**src/rtl/sir_unwrap.sv**
```systemverilog
module sir_unwrap #(
  parameter int LEN_W = 12
) (
  input  logic             clk,
  input  logic             rst_n,
  input  logic             in_valid,
  input  logic [7:0]       in_byte,
  input  logic [LEN_W-1:0] max_len,
  output logic             out_valid,
  output logic [7:0]       out_byte,
  output logic             out_last,
  output logic             stat_valid,
  output logic [1:0]       stat_err,
  output logic [LEN_W-1:0] byte_cnt,
  output logic [15:0]      flag_word
);
  localparam logic [7:0] SOF = 8'hC0;
  localparam logic [7:0] EOF = 8'hC1;
  localparam logic [7:0] ESC = 8'h7D;

  logic             in_frame, esc, hold_vld, len_err;
  logic [7:0]       hold_byte;
  logic [LEN_W-1:0] cnt;

  wire is_sof  = in_valid && in_byte == SOF;
  wire is_eof  = in_valid && in_byte == EOF;
  wire close   = in_frame && (is_sof || is_eof);
  wire payload = in_valid && in_frame && !is_sof && !is_eof && (esc || in_byte != ESC);
  wire [7:0] data = esc ? (in_byte ^ 8'h20) : in_byte;

  assign flag_word = {EOF, SOF};
  assign byte_cnt  = cnt;

  always_ff @(posedge clk) begin
    if (!rst_n) begin
      in_frame <= 1'b0; esc <= 1'b0; hold_vld <= 1'b0; len_err <= 1'b0;
      hold_byte <= '0; cnt <= '0;
      out_valid <= 1'b0; out_byte <= '0; out_last <= 1'b0;
      stat_valid <= 1'b0; stat_err <= '0;
    end else begin
      out_valid  <= 1'b0;
      out_last   <= 1'b0;
      stat_valid <= 1'b0;
      if (close) begin
        out_valid  <= hold_vld;
        out_byte   <= hold_byte;
        out_last   <= hold_vld;
        stat_valid <= 1'b1;
        stat_err   <= {is_sof, len_err};
        hold_vld   <= 1'b0;
      end
      if (is_sof) begin
        in_frame <= 1'b1;
        esc      <= 1'b0;
        cnt      <= '0;
        len_err  <= 1'b0;
        hold_vld <= 1'b0;
      end else if (is_eof) begin
        in_frame <= 1'b0;
        esc      <= 1'b0;
      end else if (in_valid && in_frame) begin
        esc <= !esc && in_byte == ESC;
        if (payload) begin
          if (cnt < max_len) begin
            out_valid <= hold_vld;
            out_byte  <= hold_byte;
            hold_byte <= data;
            hold_vld  <= 1'b1;
            cnt       <= cnt + 1'b1;
          end else begin
            len_err <= 1'b1;
          end
        end
      end
    end
  end

  AST_LAST_HAS_STATUS: assert property (@(posedge clk) disable iff (!rst_n)
    out_last |-> stat_valid && out_valid);
  AST_OUT_FROM_INPUT: assert property (@(posedge clk) disable iff (!rst_n)
    out_valid |-> $past(in_valid));
  AST_STATUS_ON_FLAG: assert property (@(posedge clk) disable iff (!rst_n)
    stat_valid |-> $past(in_valid) && ($past(in_byte) == SOF || $past(in_byte) == EOF));
  AST_NOEND_ON_START: assert property (@(posedge clk) disable iff (!rst_n)
    stat_valid && stat_err[1] |-> $past(in_byte) == SOF);
  AST_COUNT_STEP: assert property (@(posedge clk) disable iff (!rst_n)
    cnt != $past(cnt) |-> cnt == '0 || cnt == $past(cnt) + 1'b1);
  AST_NO_OUT_IDLE: assert property (@(posedge clk) disable iff (!rst_n)
    !$past(in_frame) |-> !out_valid && !stat_valid);
endmodule

```
**config.mk**
```make
export PLATFORM = sky130hd
export DESIGN_NAME = sir_unwrap
export DESIGN_NICKNAME = d
export VERILOG_FILES = /design/src/rtl/sir_unwrap.sv
export SDC_FILE = /design/constraint.sdc
export NUM_CORES = 1
export LEC_CHECK = 0
export ABC_AREA = 0
export CAP_MARGIN = 10
export CORE_MARGIN = 5
export CORE_UTILIZATION = 35
export CTS_CLUSTER_SIZE = 10
export DETAILED_ROUTE_END_ITERATION = 8
export REMOVE_ABC_BUFFERS = 1
export SLEW_MARGIN = 0
export SYNTH_ARGS = -nofsm -noshare
export SYNTH_HDL_FRONTEND = slang
export SYNTH_SLANG_ARGS = --single-unit
```
**constraint.sdc**
```tcl
create_clock -name clk -period 2.7 [get_ports clk]
set_input_delay 0.54 -clock clk [delete_from_list [all_inputs] [get_ports clk]]
set_output_delay 0.54 -clock clk [all_outputs]
set_load 0.1 [all_outputs]
```
## Word level (Yosys, flattened, before mapping)

Cells that the tools add are included.
W data, S select, Z words.

- Register bits: 37
- Bits of input ports: 23
- Output and inout port bits: 41
- Logic and storage cells: 62

- $add $sub $neg: 1
- Order comparisons: 1
- Equal/unequal tests: 4
- Multiplexer cells: 21
- Bitwise logic cells: 5
- Reductions and logical operators: 19

Operators with widths:

| kind | number |
|---|---|
| $mux W8 | 6 |
| $eq A8 B8 Y1 const B | 2 |
| $mux W1 | 14 |
| $add A12 B1 Y12 const B | 1 |
| $lt A12 B12 Y1 | 1 |
| $eq A8 B7 Y1 const B | 1 |
| $logic_and A1 B1 Y1 | 8 |
| $ne A8 B7 Y1 const B | 1 |
| $reduce_and A4 Y1 | 2 |
| $mux W6 | 1 |
| $not A1 Y1 | 5 |
| $reduce_and A5 Y1 | 1 |
| $logic_not A1 Y1 | 3 |
| $reduce_or A3 Y1 | 1 |
| $logic_or A1 B1 Y1 | 2 |
| $reduce_bool A2 Y1 | 1 |
| $reduce_or A2 Y1 | 1 |

## Longest topological paths before layout

- Word-level depth: 10
- Gate-level depth with buffers: 10
- Depth with buffers taken out: 8

## Least setup slack after synthesis

OpenSTA, ideal clock, no wires.

- Kind: flip-flop to flip-flop
- From: register cnt[1], in the netlist byte_cnt[1]
- To: register cnt[10], in the netlist byte_cnt[10]
- Library setup time: 70 ps
- Data arrival time: 2742 ps
- Data required time: 2630 ps
- Setup slack: -112 ps
- Stages on the path, launching flop included: 8
- Buffers on the path: 1
- Period minus slack after synthesis: 2812 ps
- Cell sequence: dfxtp_1 -> ha_1 -> a2111o_1 -> a21oi_2 -> o21ai_2 -> buf_6 -> or4_1 -> a21oi_1

- Cells in the longest elaborated chain, start to end: 2
- Elaborated cells on any way between the ends: 3
- Those cells by class: 1 x add/sub; 1 x order compare; 1 x reduce/logical

Ends and longest elaborated chain:

| element | RTL line | text |
|---|---|---|
| start: declaration | 23 | `logic [LEN_W-1:0] cnt;` |
| start signal: assignment | 69 | `cnt <= cnt + 1'b1;` |
| $lt A12 B12 Y1 | 64 | `if (cnt < max_len) begin` |
| $reduce_and A4 Y1 (no source line) | n/a |  |

Several ways; a longest one is shown, not always the timed one.
A chain may end at the register's enable or synchronous reset.

## Worst setup path in the final report

- From: input port max_len[1]
- To: register cnt[7], in the netlist byte_cnt[7]

- Cells in the longest elaborated chain, start to end: 2

Ends and longest elaborated chain:

| element | RTL line | text |
|---|---|---|
| start: declaration | 8 | `input logic [LEN_W-1:0] max_len,` |
| $lt A12 B12 Y1 | 64 |  |
| $reduce_and A4 Y1 (no source line) | n/a |  |

No other way between the ends.

==> flow_summary_export.csv <==
group,metric,value,unit
cts,clock_insertion_delay_worst_skew,0.28,ns
sta,fin_crit_sh,0.960,
sta,fin_skew,0.00446,ns
sta,rsz0062_at_grt,"false",
final_layout,utilization,0.469,
cts,cts_setup_buffers,0,
min_path,hold_path.class,"reg2reg",
worst_setup_path,cp_max_fo,15,
sta,slew_violations,0,
final_layout,regArea,741,um2
cts,clock-root-buffer,"clkbuf_8",
worst_setup_path,slowest_delay,0.50,ns
worst_setup_path,crit_path_end_kind,"flip-flop",
drt,viasPerCell,4.60,
logic_synthesis,yosysUniqueCellTypes,35,
floorplan,die_w,84.9,um
global_routing,overflow,0,
drt,routed_wl,4300,um
final_layout,areaGrowthSynthToFinish,30.8,%
floorplan,fp.coreArea,5470,um2
logic_synthesis,ys_seq_elements,37,
worst_setup_path,path_class,"in2reg",
placement,port_buffers,47,
logic_synthesis,synth_top_cell_by_area,"dfxtp_1",
drt,drt_iter0_markers,51,
logic_synthesis,ys_warn_count,0,
status,outcome,"finished, final reports clean",
drt,vias,1656,
cts,cts_sinks,37,
logic_synthesis,netlist_area,1960,um2
final_layout,design_area,2570,um2
logic_synthesis,synth_seq_area_share,0.377,
sta,fmax,0.386,GHz
worst_setup_path,slowest_stage,"or4_1",
placement,post-dp-hpwl,3300,um
global_routing,grt_pass1_vias,1571,
sta,hold_viol,0,
floorplan,ios,64,
global_routing,grt_util_all_layers,0.117,
cts,cts_tree,"done",
floorplan,start_util,0.359,
drt,dr.pass1.iters,4,
final_layout,layout.nets,323,
floorplan,die_h,84.9,um
power,power_per_cell_area,427,nW/um2
final_layout,nFillCells,564,
global_routing,antenna_found_initial,0,
placement,placedInstanceArea,2480,um2
sta,setup_viol,0,
sta,finalSetupTns,0,ns
cts,path_clk_slew,0.07,ns
placement,gp_congestion,0.809,
cts,htreeDepth,2,
power,max-vdd-ir-drop,0.000182,V
drt,ant_nets,0,
sta,layout_min_cycle_time,2.59,ns
worst_setup_path,crit_arrival,2.80,ns
logic_synthesis,synthCells,227,
final_layout,multi_input_comb_area,1060,um2
final_layout,antenna_cells,0,
final_layout,drive_gt1_frac,0.181,
worst_setup_path,crit_chain,"clkdlybuf4s50_1 > inv_1 > ha_1 > a2111o_1 > a21oi_2 > o21ai_2 > buf_4 > or4_1 > a21oi_1",
global_routing,grt_pass1_wl,7000,um
power,p_leak,1.18,nW
run,maxCapViolCount,0,
global_routing,grt_max_degree,32,
cts,clockBufferDepth,2,
floorplan,fp-row-count,27,
logic_synthesis,synth.avg_cell_area,8.65,um2
worst_setup_path,start_kind,"primary input",
worst_setup_path,cp.required,2.91,ns
logic_synthesis,yosys-top-cells-area,"dfxtp_1 38%, mux2i_1 8.7%, ha_1 7.6%",
cts,numCtsBuffers,5,
drt,drcViolationCount,0,
cts,hold_buffers,0,
logic_synthesis,post-synth-top-area-fraction,0.377,
floorplan,die_area,7210,um2
drt,avgRoutedWirePerCell,11.9,um
==> final timing paths <==
kind,startpoint,slack [ns],cells past startpoint,end
worst min-delay path,hold_byte[6],0.46,2,out_byte[6]
worst min register to register,hold_byte[6],0.46,2,out_byte[6]
worst max register to register,byte_cnt[1],0.43,7,byte_cnt[7]
worst max-delay path,max_len[1],0.11,9,byte_cnt[7]
==> logic make-up (layout without fill, tap and decap cells) <==
family / count (synthesis) / after routing / synth area share
flops: 37 / 37 / 0.377
xor+xnor: 2 / 2 / 0.00892
other cells: 2 / 16 / 0.00383
buf+inv: 39 / 86 / 0.111
mux: 17 / 17 / 0.0867
compound gates: 38 / 38 / 0.117
fa+ha+maj: 12 / 12 / 0.0765
simple gates: 80 / 80 / 0.219
==> critical path: cells and delay by family <==
family | cells | cell delay, ns
AO/OA/AOI/OAI | 4 | 0.80
adder cells (fa/ha/maj) | 1 | 0.29
AND/OR/NAND/NOR | 1 | 0.50
buffers and inverters | 3 | 0.68
==> state kept, by name, indices dropped and copies added, names as in the netlist <==
signal,flops
out_last,1
hold_byte,8
len_err,1
esc,1
out_byte,8
byte_cnt,12
stat_valid,1
stat_err,2
hold_vld,1
out_valid,1
in_frame,1
==> routing by layer <==
layer  part of all wire  vias to the layer above  wire, um  global-route usage
li1                   -                      879         -                   -
met1               0.47                      734      2040               0.147
met2               0.46                       41      1990               0.196
met3              0.055                        2       236              0.0282
met4             0.0084                        0        36              0.0388
met5                  0                        -         0                   0
==> stage by stage <==
stage                     worst slack [ns]  std cells  power (mW)  hold WS [ns]
after floorplan                     -0.483        217       0.675         0.434
after global placement              -0.163        353       0.729         0.443
after detailed placement            -0.163        353       0.729         0.452
after CTS                            0.112        360        1.11         0.461
after global routing                0.0109        360        1.14         0.478
final                                0.108        360        1.10         0.459
==> area by class of cell <==
cell class              count  share of cell area
repair buffers             64               0.209
clock buffers               7              0.0336
flip-flops and latches     37               0.288
multi-input cells         165               0.412
well taps                  72              0.0351
inverters                  15              0.0219
==> where the power goes <==
group | switching, mW | leakage (nW) | internal [mW]
combinational | 0.126 | 0.843 | 0.0457
clock | 0.176 | 0.0443 | 0.202
sequential | 0.000141 | 0.298 | 0.546
==> synth_stat cells <==
cell / count
buf_6: 1
clkbuf_1: 4
a21oi_1: 18
o21ai_2: 1
buf_2: 3
nand2b_1: 1
o21bai_1: 1
a2111o_1: 1
nor4bb_1: 1
nand3_1: 6
o21ai_0: 7
or4_1: 8
ha_1: 12
o211ai_1: 1
a21boi_0: 1
xor2_1: 2
conb_1: 2
inv_1: 15
nor2_1: 7
and4b_1: 1
and2_1: 2
nor3_1: 1
nand4b_1: 1
nor2b_1: 11
dfxtp_1: 37
nor4b_1: 1
or3_1: 2
nand2_1: 29
mux2i_1: 17
o31ai_1: 7
a21oi_2: 1
nand4_1: 5
buf_4: 16
nor4_2: 1
and3_1: 3
==> repair_timing <==
action,CTS,global route
endpoints found under the hold margin,0,0
endpoints found under the setup margin,0,8
resized for setup,0,2
==> layout by cell type, fill, tap and decap left out, drive strengths merged, types with 2 or more instances in the layout <==
cell type / instances
o31ai: 7
buf: 42
clkdlybuf4s50: 22
nand3: 6
clkbuf: 7
xor2: 2
ha: 12
o21ai: 8
nand2: 29
inv: 15
or3: 2
a21oi: 19
nor2: 7
nor2b: 11
nand4: 5
and2: 2
dfxtp: 37
or4: 8
mux2i: 17
and3: 3
conb: 16
No activity file was read; power rests on OpenSTA's default activity.
